## config.mk

```make
export PLATFORM = sky130hd
export DESIGN_NAME = pio_irq_ctrl
export DESIGN_NICKNAME = d
export VERILOG_FILES = /design/src/rtl/pio_pkg.sv /design/src/rtl/pio_edge_det.sv /design/src/rtl/pio_port.sv /design/src/rtl/pio_aux_out.sv /design/src/rtl/pio_irq_ctrl.sv
export SDC_FILE = /design/constraint.sdc
export NUM_CORES = 1
export LEC_CHECK = 0
export BUFFER_PORTS_ARGS = -buffer_cell sky130_fd_sc_hd__buf_2
export CAP_MARGIN = 25
export CORE_MARGIN = 2
export CORE_UTILIZATION = 49
export DETAILED_ROUTE_END_ITERATION = 10
export PLACE_DENSITY = 0.74
export SYNTH_ARGS = -nofsm -noshare
export SYNTH_HDL_FRONTEND = slang
export SYNTH_HIERARCHICAL = 1
export SYNTH_SLANG_ARGS = --single-unit
```

## constraint.sdc

```tcl
create_clock -name clk -period 1.65 [get_ports clk]
set_clock_uncertainty 0.2 [all_clocks]
set_input_delay 0.33 -clock clk [delete_from_list [all_inputs] [get_ports clk]]
set_output_delay 0.33 -clock clk [all_outputs]
set_load 0.005 [all_outputs]
```

## src/rtl/pio_pkg.sv

```systemverilog
package pio_pkg;
  // Register select codes
  localparam logic [3:0] SEL_B_DATA = 4'h0;
  localparam logic [3:0] SEL_A_HS   = 4'h1;
  localparam logic [3:0] SEL_B_DIR  = 4'h2;
  localparam logic [3:0] SEL_A_DIR  = 4'h3;
  localparam logic [3:0] SEL_CTRL   = 4'hC;
  localparam logic [3:0] SEL_FLAG   = 4'hD;
  localparam logic [3:0] SEL_IEN    = 4'hE;
  localparam logic [3:0] SEL_A_NH   = 4'hF;

  // Flag bit positions
  localparam int FLG_A2 = 0;
  localparam int FLG_A1 = 1;
  localparam int FLG_B2 = 3;
  localparam int FLG_B1 = 4;
  localparam int FLG_W  = 7;

  // Second-line modes
  typedef enum logic [2:0] {
    L2_IN_FALL     = 3'b000,
    L2_IN_FALL_IND = 3'b001,
    L2_IN_RISE     = 3'b010,
    L2_IN_RISE_IND = 3'b011,
    L2_OUT_HSHK    = 3'b100,
    L2_OUT_PULSE   = 3'b101,
    L2_OUT_LOW     = 3'b110,
    L2_OUT_HIGH    = 3'b111
  } l2_mode_t;
endpackage

```

## src/rtl/pio_edge_det.sv

```systemverilog
module pio_edge_det #(
  parameter int NL = 4
) (
  input  logic          clk,
  input  logic          rst,
  input  logic          samp_en,
  input  logic [NL-1:0] line_i,
  input  logic [NL-1:0] rise_sel,
  input  logic [NL-1:0] arm,
  output logic [NL-1:0] edge_o
);
  for (genvar g = 0; g < NL; g++) begin : g_line
    logic s_now;
    logic s_old;
    always_ff @(posedge clk) begin
      if (rst) begin
        s_now <= 1'b0;
        s_old <= 1'b0;
      end else if (samp_en) begin
        s_now <= line_i[g];
        s_old <= s_now;
      end
    end
    assign edge_o[g] = samp_en & arm[g] & (s_now ^ s_old) & (s_now == rise_sel[g]);
  end
endmodule

```

## src/rtl/pio_port.sv

```systemverilog
module pio_port #(
  parameter int DW = 8
) (
  input  logic          clk,
  input  logic          rst,
  input  logic          wr_data,
  input  logic          wr_dir,
  input  logic [DW-1:0] wdata,
  input  logic [DW-1:0] pin_i,
  output logic [DW-1:0] pin_o,
  output logic [DW-1:0] pin_oe,
  output logic [DW-1:0] rd_val
);
  always_ff @(posedge clk) begin
    if (rst) begin
      pin_o  <= '0;
      pin_oe <= '0;
    end else begin
      if (wr_data) pin_o  <= wdata;
      if (wr_dir)  pin_oe <= wdata;
    end
  end

  assign rd_val = (pin_o & pin_oe) | (pin_i & ~pin_oe);
endmodule

```

## src/rtl/pio_aux_out.sv

```systemverilog
module pio_aux_out
  import pio_pkg::*;
(
  input  logic     clk,
  input  logic     rst,
  input  logic     bus_en,
  input  l2_mode_t mode,
  input  logic     data_acc,
  input  logic     line1_edge,
  output logic     aux_o,
  output logic     aux_oe
);
  always_ff @(posedge clk) begin
    if (rst) begin
      aux_o  <= 1'b1;
      aux_oe <= 1'b0;
    end else begin
      aux_oe <= mode[2];
      case (mode)
        L2_OUT_HSHK: begin
          if (data_acc)        aux_o <= 1'b0;
          else if (line1_edge) aux_o <= 1'b1;
        end
        L2_OUT_PULSE: if (bus_en) aux_o <= ~data_acc;
        L2_OUT_LOW:   aux_o <= 1'b0;
        default:      aux_o <= 1'b1;
      endcase
    end
  end
endmodule

```

## src/rtl/pio_irq_ctrl.sv

```systemverilog
module pio_irq_ctrl
  import pio_pkg::*;
#(
  parameter int DW = 8
) (
  input  logic          clk,
  input  logic          rst,
  input  logic          bus_en,
  input  logic          samp_en,
  input  logic          cs,
  input  logic          rnw,
  input  logic [3:0]    sel,
  input  logic [7:0]    wdata,
  output logic [7:0]    rdata,
  output logic          rdata_oe,
  output logic          irq_n,
  input  logic          a_edge_i,
  input  logic          a_aux_i,
  output logic          a_aux_o,
  output logic          a_aux_oe,
  input  logic [DW-1:0] a_pin_i,
  output logic [DW-1:0] a_pin_o,
  output logic [DW-1:0] a_pin_oe,
  input  logic          b_edge_i,
  input  logic          b_aux_i,
  output logic          b_aux_o,
  output logic          b_aux_oe,
  input  logic [DW-1:0] b_pin_i,
  output logic [DW-1:0] b_pin_o,
  output logic [DW-1:0] b_pin_oe
);
  localparam int NLINES = 4;

  logic acc, wr_acc, a_data_acc, b_data_acc;
  logic [7:0] pcr;
  logic [FLG_W-1:0] ier, ifr, ifr_nxt;
  logic [NLINES-1:0] edges;
  logic e_a2, e_a1, e_b1, e_b2;
  logic [DW-1:0] a_rd, b_rd;
  logic [7:0] rmux;
  l2_mode_t a_mode, b_mode;
  logic a_ind, b_ind;

  assign acc        = bus_en & cs;
  assign wr_acc     = acc & ~rnw;
  assign a_data_acc = acc & (sel == SEL_A_HS);
  assign b_data_acc = acc & (sel == SEL_B_DATA);

  assign a_mode = l2_mode_t'(pcr[3:1]);
  assign b_mode = l2_mode_t'(pcr[7:5]);
  assign a_ind  = ~a_mode[2] & a_mode[0];
  assign b_ind  = ~b_mode[2] & b_mode[0];

  // Control and enable registers
  always_ff @(posedge clk) begin
    if (rst) begin
      pcr <= '0;
      ier <= '0;
    end else if (wr_acc) begin
      if (sel == SEL_CTRL) pcr <= wdata;
      if (sel == SEL_IEN) begin
        if (wdata[7]) ier <= ier | wdata[FLG_W-1:0];
        else          ier <= ier & ~wdata[FLG_W-1:0];
      end
    end
  end

  // Line order: 0 = A second, 1 = A first, 2 = B first, 3 = B second
  pio_edge_det #(.NL(NLINES)) u_edge (
    .clk      (clk),
    .rst      (rst),
    .samp_en  (samp_en),
    .line_i   ({b_aux_i, b_edge_i, a_edge_i, a_aux_i}),
    .rise_sel ({b_mode[1], pcr[4], pcr[0], a_mode[1]}),
    .arm      ({~b_mode[2], 1'b1, 1'b1, ~a_mode[2]}),
    .edge_o   (edges)
  );
  assign e_a2 = edges[0];
  assign e_a1 = edges[1];
  assign e_b1 = edges[2];
  assign e_b2 = edges[3];

  // Flags: clears first, new edges win
  always_comb begin
    ifr_nxt = ifr;
    if (wr_acc && sel == SEL_FLAG) ifr_nxt = ifr_nxt & ~wdata[FLG_W-1:0];
    if (a_data_acc) begin
      ifr_nxt[FLG_A1] = 1'b0;
      if (!a_ind) ifr_nxt[FLG_A2] = 1'b0;
    end
    if (b_data_acc) begin
      ifr_nxt[FLG_B1] = 1'b0;
      if (!b_ind) ifr_nxt[FLG_B2] = 1'b0;
    end
    if (e_a2) ifr_nxt[FLG_A2] = 1'b1;
    if (e_a1) ifr_nxt[FLG_A1] = 1'b1;
    if (e_b2) ifr_nxt[FLG_B2] = 1'b1;
    if (e_b1) ifr_nxt[FLG_B1] = 1'b1;
  end

  always_ff @(posedge clk) begin
    if (rst) begin
      ifr   <= '0;
      irq_n <= 1'b1;
    end else begin
      ifr   <= ifr_nxt;
      irq_n <= ~|(ifr & ier);
    end
  end

  pio_port #(.DW(DW)) u_port_a (
    .clk     (clk),
    .rst     (rst),
    .wr_data (wr_acc & ((sel == SEL_A_HS) | (sel == SEL_A_NH))),
    .wr_dir  (wr_acc & (sel == SEL_A_DIR)),
    .wdata   (wdata[DW-1:0]),
    .pin_i   (a_pin_i),
    .pin_o   (a_pin_o),
    .pin_oe  (a_pin_oe),
    .rd_val  (a_rd)
  );

  pio_port #(.DW(DW)) u_port_b (
    .clk     (clk),
    .rst     (rst),
    .wr_data (wr_acc & (sel == SEL_B_DATA)),
    .wr_dir  (wr_acc & (sel == SEL_B_DIR)),
    .wdata   (wdata[DW-1:0]),
    .pin_i   (b_pin_i),
    .pin_o   (b_pin_o),
    .pin_oe  (b_pin_oe),
    .rd_val  (b_rd)
  );

  pio_aux_out u_aux_a (
    .clk        (clk),
    .rst        (rst),
    .bus_en     (bus_en),
    .mode       (a_mode),
    .data_acc   (a_data_acc),
    .line1_edge (e_a1),
    .aux_o      (a_aux_o),
    .aux_oe     (a_aux_oe)
  );

  pio_aux_out u_aux_b (
    .clk        (clk),
    .rst        (rst),
    .bus_en     (bus_en),
    .mode       (b_mode),
    .data_acc   (b_data_acc),
    .line1_edge (e_b1),
    .aux_o      (b_aux_o),
    .aux_oe     (b_aux_oe)
  );

  // Read path
  always_comb begin
    case (sel)
      SEL_B_DATA:         rmux = 8'(b_rd);
      SEL_A_HS, SEL_A_NH: rmux = 8'(a_rd);
      SEL_B_DIR:          rmux = 8'(b_pin_oe);
      SEL_A_DIR:          rmux = 8'(a_pin_oe);
      SEL_CTRL:           rmux = pcr;
      SEL_FLAG:           rmux = {|(ifr & ier), ifr};
      SEL_IEN:            rmux = {1'b1, ier};
      default:            rmux = 8'h00;
    endcase
  end

  always_ff @(posedge clk) begin
    if (rst) begin
      rdata    <= '0;
      rdata_oe <= 1'b0;
    end else if (bus_en) begin
      rdata_oe <= cs & rnw;
      if (cs && rnw) rdata <= rmux;
    end
  end
endmodule

```

==> metrics.txt, run 1 <==
first drt pass iteration count=5; Via density=5.538; total CTS buffers=9; Worst Hold Path Cells=3; die width=91.19 microns; EDFF count, synth=0; Initial Util=51.08%; WHS=0.004265 ns; I/O pin cnt=84; clk sink count=76; Max VDD drop=0.6458 mV; Required @ worst endpoint=1.69 ns; PortBufs=83; fillcell total=619; sequential-to-total area share from yosys stat=40.85%; core area=0.007292 sq mm; share of synthesized flip-flops with an asynchronous set or reset=0%; worst r2r path cells=5; crit start category=register; final hold vios=0; CTS Buffer Depth=2; WHS Endpoint=u_edge/g_line[1].s_now$_SDFFE_PP0P_; pre-CTS setup slack=-0.3134 ns; layout cells sized above 1=36.96%; root buf cell=clkbuf_8; min-delay src=a_edge_i; failing checks=negative setup slack; status=complete, but fails checks; clk_lat worst skew=0.36 ns; hold_buf cts=0; CTS clk-pin slew, worst paths=0.08 ns; Worst-Margin Slew=0.5029 ns; final setup margin=-0.009617 ns; maxcap violations=0; vias in the first global route=3205; DR WL/cell=17.87 microns; most frequent cells in the layout=buf_2 (83), dfxtp_1 (70), nor2_1 (60); P&R area growth vs syn=28.38%; fin crit share=100.6%; largest net degree at the start of global routing=49; 1st-iter DRT viols=183; initial antenna violation count=1; relative slew slack=66.47%; Die Y=91.19 microns; Routed WL=10830 microns; Final Setup Violations=1; Critical R2R Launch=u_port_b/pin_oe[6]$_SDFFE_PP0P_; global-route wire length before repair=17190 microns; area post-placement=0.004466 sq mm; RSZ-0062 raised after global routing=true; floorplan row count=31; final global-route overflow total=0; unique cell type count in the Yosys netlist=45; Synth Flop Type=dfxtp_1; vias=3356; worst setup path start=u_port_b/pin_oe[6]$_SDFFE_PP0P_; most common cell after layout, fill and taps aside=buf_2; P per Cell Area=776.6 mW/mm^2; crit-path max FO=2; CP arrival=1.70 ns; Setup Crit Path Kind=register to register; gpl congestion=0.9165; post-detailed-route DRC marker count=0; minimum clock period=1.660 ns; Final Max Slew Viols=0; kind of end point of the critical path=register; Leak Pwr=2.070 nW; total power=3.714 mW; Seq cells post-synth=76; Gate Count Post-Synth=385; area of the mapped netlist=0.003725 sq mm; Yosys warning total=6; antenna-violating nets left=0; flop-to-flop setup slack=-0.01 ns; setup TNS=-0.009617 ns; fin nets=542; worst min-delay path class=primary input to register; total track usage=26.86%; Mapped Avg Cell Area=9.675 sq um; CTS tree=done; r2r endpoint=rdata[6]$_SDFFE_PP0P_; die area=0.008315 sq mm; Detailed Place HPWL=8119 microns; post-route cell area=0.004782 sq mm; Clock H-tree levels=3; FMAX=602.5 MHz
sequential cells by signal (all words and copies together), names as in the netlist, 4 cells and up, named ones only:
name	count
pcr	8
rdata	8
u_port_a/pin_o	8
u_port_a/pin_oe	8
u_port_b/pin_o	8
u_port_b/pin_oe	8
ifr	7
u_edge/g_line.s_now	4
u_edge/g_line.s_old	4
synth_stat cells (all sizes together), types with 2 or more instances:
cell type,count,area share (%)
dfxtp,76,41
nor2,62,6.4
mux2i,56,15
mux2,19,5.8
nand3,19,2.6
buf,18,4.7
a22oi,16,3.4
a21oi,14,2.2
inv,9,0.91
nand2b,9,1.5
clkbuf,8,0.87
nand2,8,0.81
a22o,7,1.6
nor2b,7,1.2
o211ai,6,1.2
a221o,5,1.3
or3b,5,1.2
a31oi,4,0.67
a32oi,4,0.94
and2,4,0.67
and3,4,0.67
nand3b,4,0.81
nor3,3,0.40
a211oi,2,0.40
and3b,2,0.47
ha,2,0.67
nor4b,2,0.47
o21ai,2,0.27
o31ai,2,0.40
worst max-delay path: stages (launching register included):
cell and delay (ns):
dfxtp_2 0.34, mux2_4 0.31, a22oi_2 0.18, a22oi_2 0.10, and3_1 0.16, a221o_1 0.25
per-layer routing:
metal	vias up	part of all wire [%]	GRT usage (%)
met5	-	0	0
met4	0	1.5	8.838
met3	12	6.5	5.809
met2	125	48	43.83
met1	1604	44	35.34
li1	1615	-	-
timing repair:
item | in CTS | in global routing
endpoints found under the setup margin | 5 | 23
pin swaps | 9 | 4
endpoints found under the hold margin | 0 | 0
gates resized for setup | 11 | 8
setup buffers | 0 | 5
cloned | 0 | 0
final cells by class:
type                    count  area (sq um)  share of cell area (%)
flip-flops and latches     76          1529                   31.97
diodes                      1         2.502                 0.05233
well taps                  99         123.9                   2.590
inverters                   9         33.78                  0.7064
multi-input cells         275          2051                   42.88
clock inverters             4         48.80                   1.020
clock buffers              11         151.4                   3.166
repair buffers            131         842.1                   17.61
logic make-up (layout without fill, tap and decap cells):
logic type | count (synthesis) | count (layout) | share of synthesized area [%]
simple gates | 131 | 131 | 17.60
flops | 76 | 76 | 40.85
mux | 75 | 75 | 20.89
compound gates | 65 | 65 | 13.37
buf+inv | 35 | 155 | 6.516
fa+ha+maj | 2 | 2 | 0.6717
other cells | 1 | 3 | 0.1007
worst max path at each step:
stage / endpoint
after global routing: rdata[6]$_SDFFE_PP0P_
final: rdata[6]$_SDFFE_PP0P_
after global placement: rdata[1]$_SDFFE_PP0P_
after CTS: rdata[4]$_SDFFE_PP0P_
after detailed placement: u_port_a/pin_o[4]$_SDFFE_PP0P_
after floorplan: rdata[4]$_SDFFE_PP0P_
through the flow:
step / cells / utilization [%]
floorplan: 386 / -
global placement: 585 / 61.24
detailed placement: 585 / 61.24
CTS: 600 / 64.52
global route: 605 / 65.55
finish: 606 / 65.58
power by group:
group	switching, mW	internal [mW]
Sequential	0.0163	1.85
Combinational	0.204	0.174
Clock	0.696	0.771
No activity file was read; power rests on OpenSTA's default activity.
==> inputs of run 2 (changes only) <==
--- a/config.mk
+++ b/config.mk
@@ -7,10 +7,12 @@
 export LEC_CHECK = 0
 export BUFFER_PORTS_ARGS = -buffer_cell sky130_fd_sc_hd__buf_2
 export CAP_MARGIN = 25
+export CELL_PAD_IN_SITES_DETAIL_PLACEMENT = 1
+export CELL_PAD_IN_SITES_GLOBAL_PLACEMENT = 1
 export CORE_MARGIN = 2
-export CORE_UTILIZATION = 49
+export CORE_UTILIZATION = 37
 export DETAILED_ROUTE_END_ITERATION = 10
-export PLACE_DENSITY = 0.74
+export PLACE_DENSITY_LB_ADDON = 0.1
 export SYNTH_ARGS = -nofsm -noshare
 export SYNTH_HDL_FRONTEND = slang
 export SYNTH_HIERARCHICAL = 1
==> metrics.txt, run 2 (synthesis results as in run 1) <==
status=complete, but fails checks (unchanged); failing checks=negative setup slack (unchanged); P&R area growth vs syn=30.33% (was 28.38%); clk sink count=76 (unchanged); CP arrival=1.75 ns (was 1.70 ns); root buf cell=clkbuf_8 (unchanged); Required @ worst endpoint=1.69 ns (about the same); P per Cell Area=808.3 mW/mm^2 (was 776.6 mW/mm^2); Ant. Diodes=0 (was 1); setup TNS=-0.09249 ns (was -0.009617 ns); die area=0.01089 sq mm (was 0.008315 sq mm); kind of end point of the critical path=register (unchanged); final global-route overflow total=0 (unchanged); layout cells sized above 1=36.58% (was 36.96%); final setup margin=-0.05974 ns (was -0.009617 ns); DR WL/cell=18.62 microns (was 17.87 microns); Final Setup Violations=3 (was 1); CTS clk-pin slew, worst paths=0.08 ns (about the same); final hold vios=0 (unchanged); most frequent cells in the layout=buf_2 (83), dfxtp_1 (71), nor2_1 (60) (was buf_2 (83), dfxtp_1 (70), nor2_1 (60)); initial antenna violation count=0 (was 1); Leak Pwr=2.058 nW (was 2.070 nW); largest net degree at the start of global routing=43 (was 49); total CTS buffers=9 (unchanged); maxcap violations=0 (unchanged); CTS tree=done (unchanged); worst min-delay path class=primary input to register (unchanged); minimum clock period=1.710 ns (was 1.660 ns); gpl congestion=0.8454 (was 0.9165); Clock H-tree levels=3 (unchanged); PortBufs=83 (unchanged); die width=104.3 microns (was 91.19 microns); crit-path max FO=2 (unchanged); CTS Buffer Depth=2 (unchanged); total track usage=21.87% (was 26.86%); Initial Util=38.11% (was 51.08%); fin nets=538 (was 542); FMAX=584.9 MHz (was 602.5 MHz); RSZ-0062 raised after global routing=true (unchanged); Final Max Slew Viols=0 (unchanged); utilization after layout=49.67% (was 65.58%); I/O pin cnt=84 (unchanged); post-detailed-route DRC marker count=0 (unchanged); Detailed Place HPWL=8558 microns (was 8119 microns); antenna-violating nets left=0 (unchanged); most common cell after layout, fill and taps aside=buf_2 (unchanged); Via density=5.250 (was 5.538); 1st-iter DRT viols=155 (was 183); Routed WL=11840 microns (was 10830 microns); Max VDD drop=0.3539 mV (was 0.6458 mV); global-route wire length before repair=18610 microns (was 17190 microns); fin crit share=103.6% (was 100.6%); crit start category=register (unchanged); Die Y=104.3 microns (was 91.19 microns); core area=0.009774 sq mm (was 0.007292 sq mm); vias=3339 (was 3356); first drt pass iteration count=4 (was 5); total power=3.924 mW (was 3.714 mW); clk_lat worst skew=0.36 ns (about the same); Setup Crit Path Kind=register to register (unchanged); floorplan row count=36 (was 31); vias in the first global route=3388 (was 3205)
-- run 2: cell types whose count changed in the layout (fill, tap and decap cells not counted), moves of 2 or more --
| cell | change |
|---|---|
| buf_4 | -7 |
| clkinv_2 | -2 |
| clkinvlp_4 | +2 |
| dlygate4sd3_1 | +2 |
-- run 2: path summary, 6_finish.rpt --
kind	start	end	slack, ns	cells after the start
max	u_port_b/pin_oe[0]$_SDFFE_PP0P_	rdata[0]$_SDFFE_PP0P_	-0.06	5
min	a_aux_i	u_edge/g_line[0].s_now$_SDFFE_PP0P_	0.008	3
max reg2reg	u_port_b/pin_oe[0]$_SDFFE_PP0P_	rdata[0]$_SDFFE_PP0P_	-0.06	5
min reg2reg	rdata[2]$_SDFFE_PP0P_	rdata[2]$_SDFFE_PP0P_	0.26	2
-- run 2: metrics by stage --
stage | instances | hold WS, ns | cell area [sq um] | setup WS [ns]
2_1_floorplan | 386 | 0.2133 | 3750 | -0.04324
3_3_place_gp | 617 | 0.2488 | 4506 | -0.3530
3_5_place_dp | 617 | 0.2534 | 4506 | -0.3704
4_1_cts | 635 | 0.002157 | 4813 | -0.06930
5_1_grt | 636 | 0.01877 | 4855 | -0.08609
6_report | 636 | 0.007592 | 4855 | -0.05974
-- run 2: repair_timing --
action                                 4_1_cts  5_1_grt
pin swaps                                    8        9
buffers inserted                             0        1
setup endpoints to repair                    6       25
hold buffers                                 2        0
gates resized for setup                     13        6
endpoints found under the hold margin        2        0
-- run 2: layer usage --
metal / vias to the layer above / share of wire, % / global-route usage, %
li1: 1605 / - / -
met1: 1631 / 45 / 27.43
met2: 90 / 49 / 37.25
met3: 13 / 4.6 / 4.699
met4: 0 / 1.5 / 7.046
met5: - / 0 / 0
-- run 2: layout make-up --
class	instances	area [sq um]
Clock buffer	11	151.4
Clock inverter	5	83.83
Sequential cell	76	1528
Fill cell	1155	4920
Tap cell	133	166.4
Multi-Input combinational cell	275	2059
Timing Repair Buffer	127	832.0
Inverter	9	33.78
-- run 2: worst max-delay path: stages (launching register included) --
cell      delay, ns
dfxtp_2        0.35
mux2_4         0.32
a22oi_2        0.18
a22o_1         0.24
a211oi_2       0.05
a221o_1        0.27
-- run 2: power by group --
group | total, mW | internal, mW | switching [mW]
registers | 1.87 | 1.85 | 0.0158
logic | 0.389 | 0.171 | 0.217
clock network | 1.67 | 0.937 | 0.730
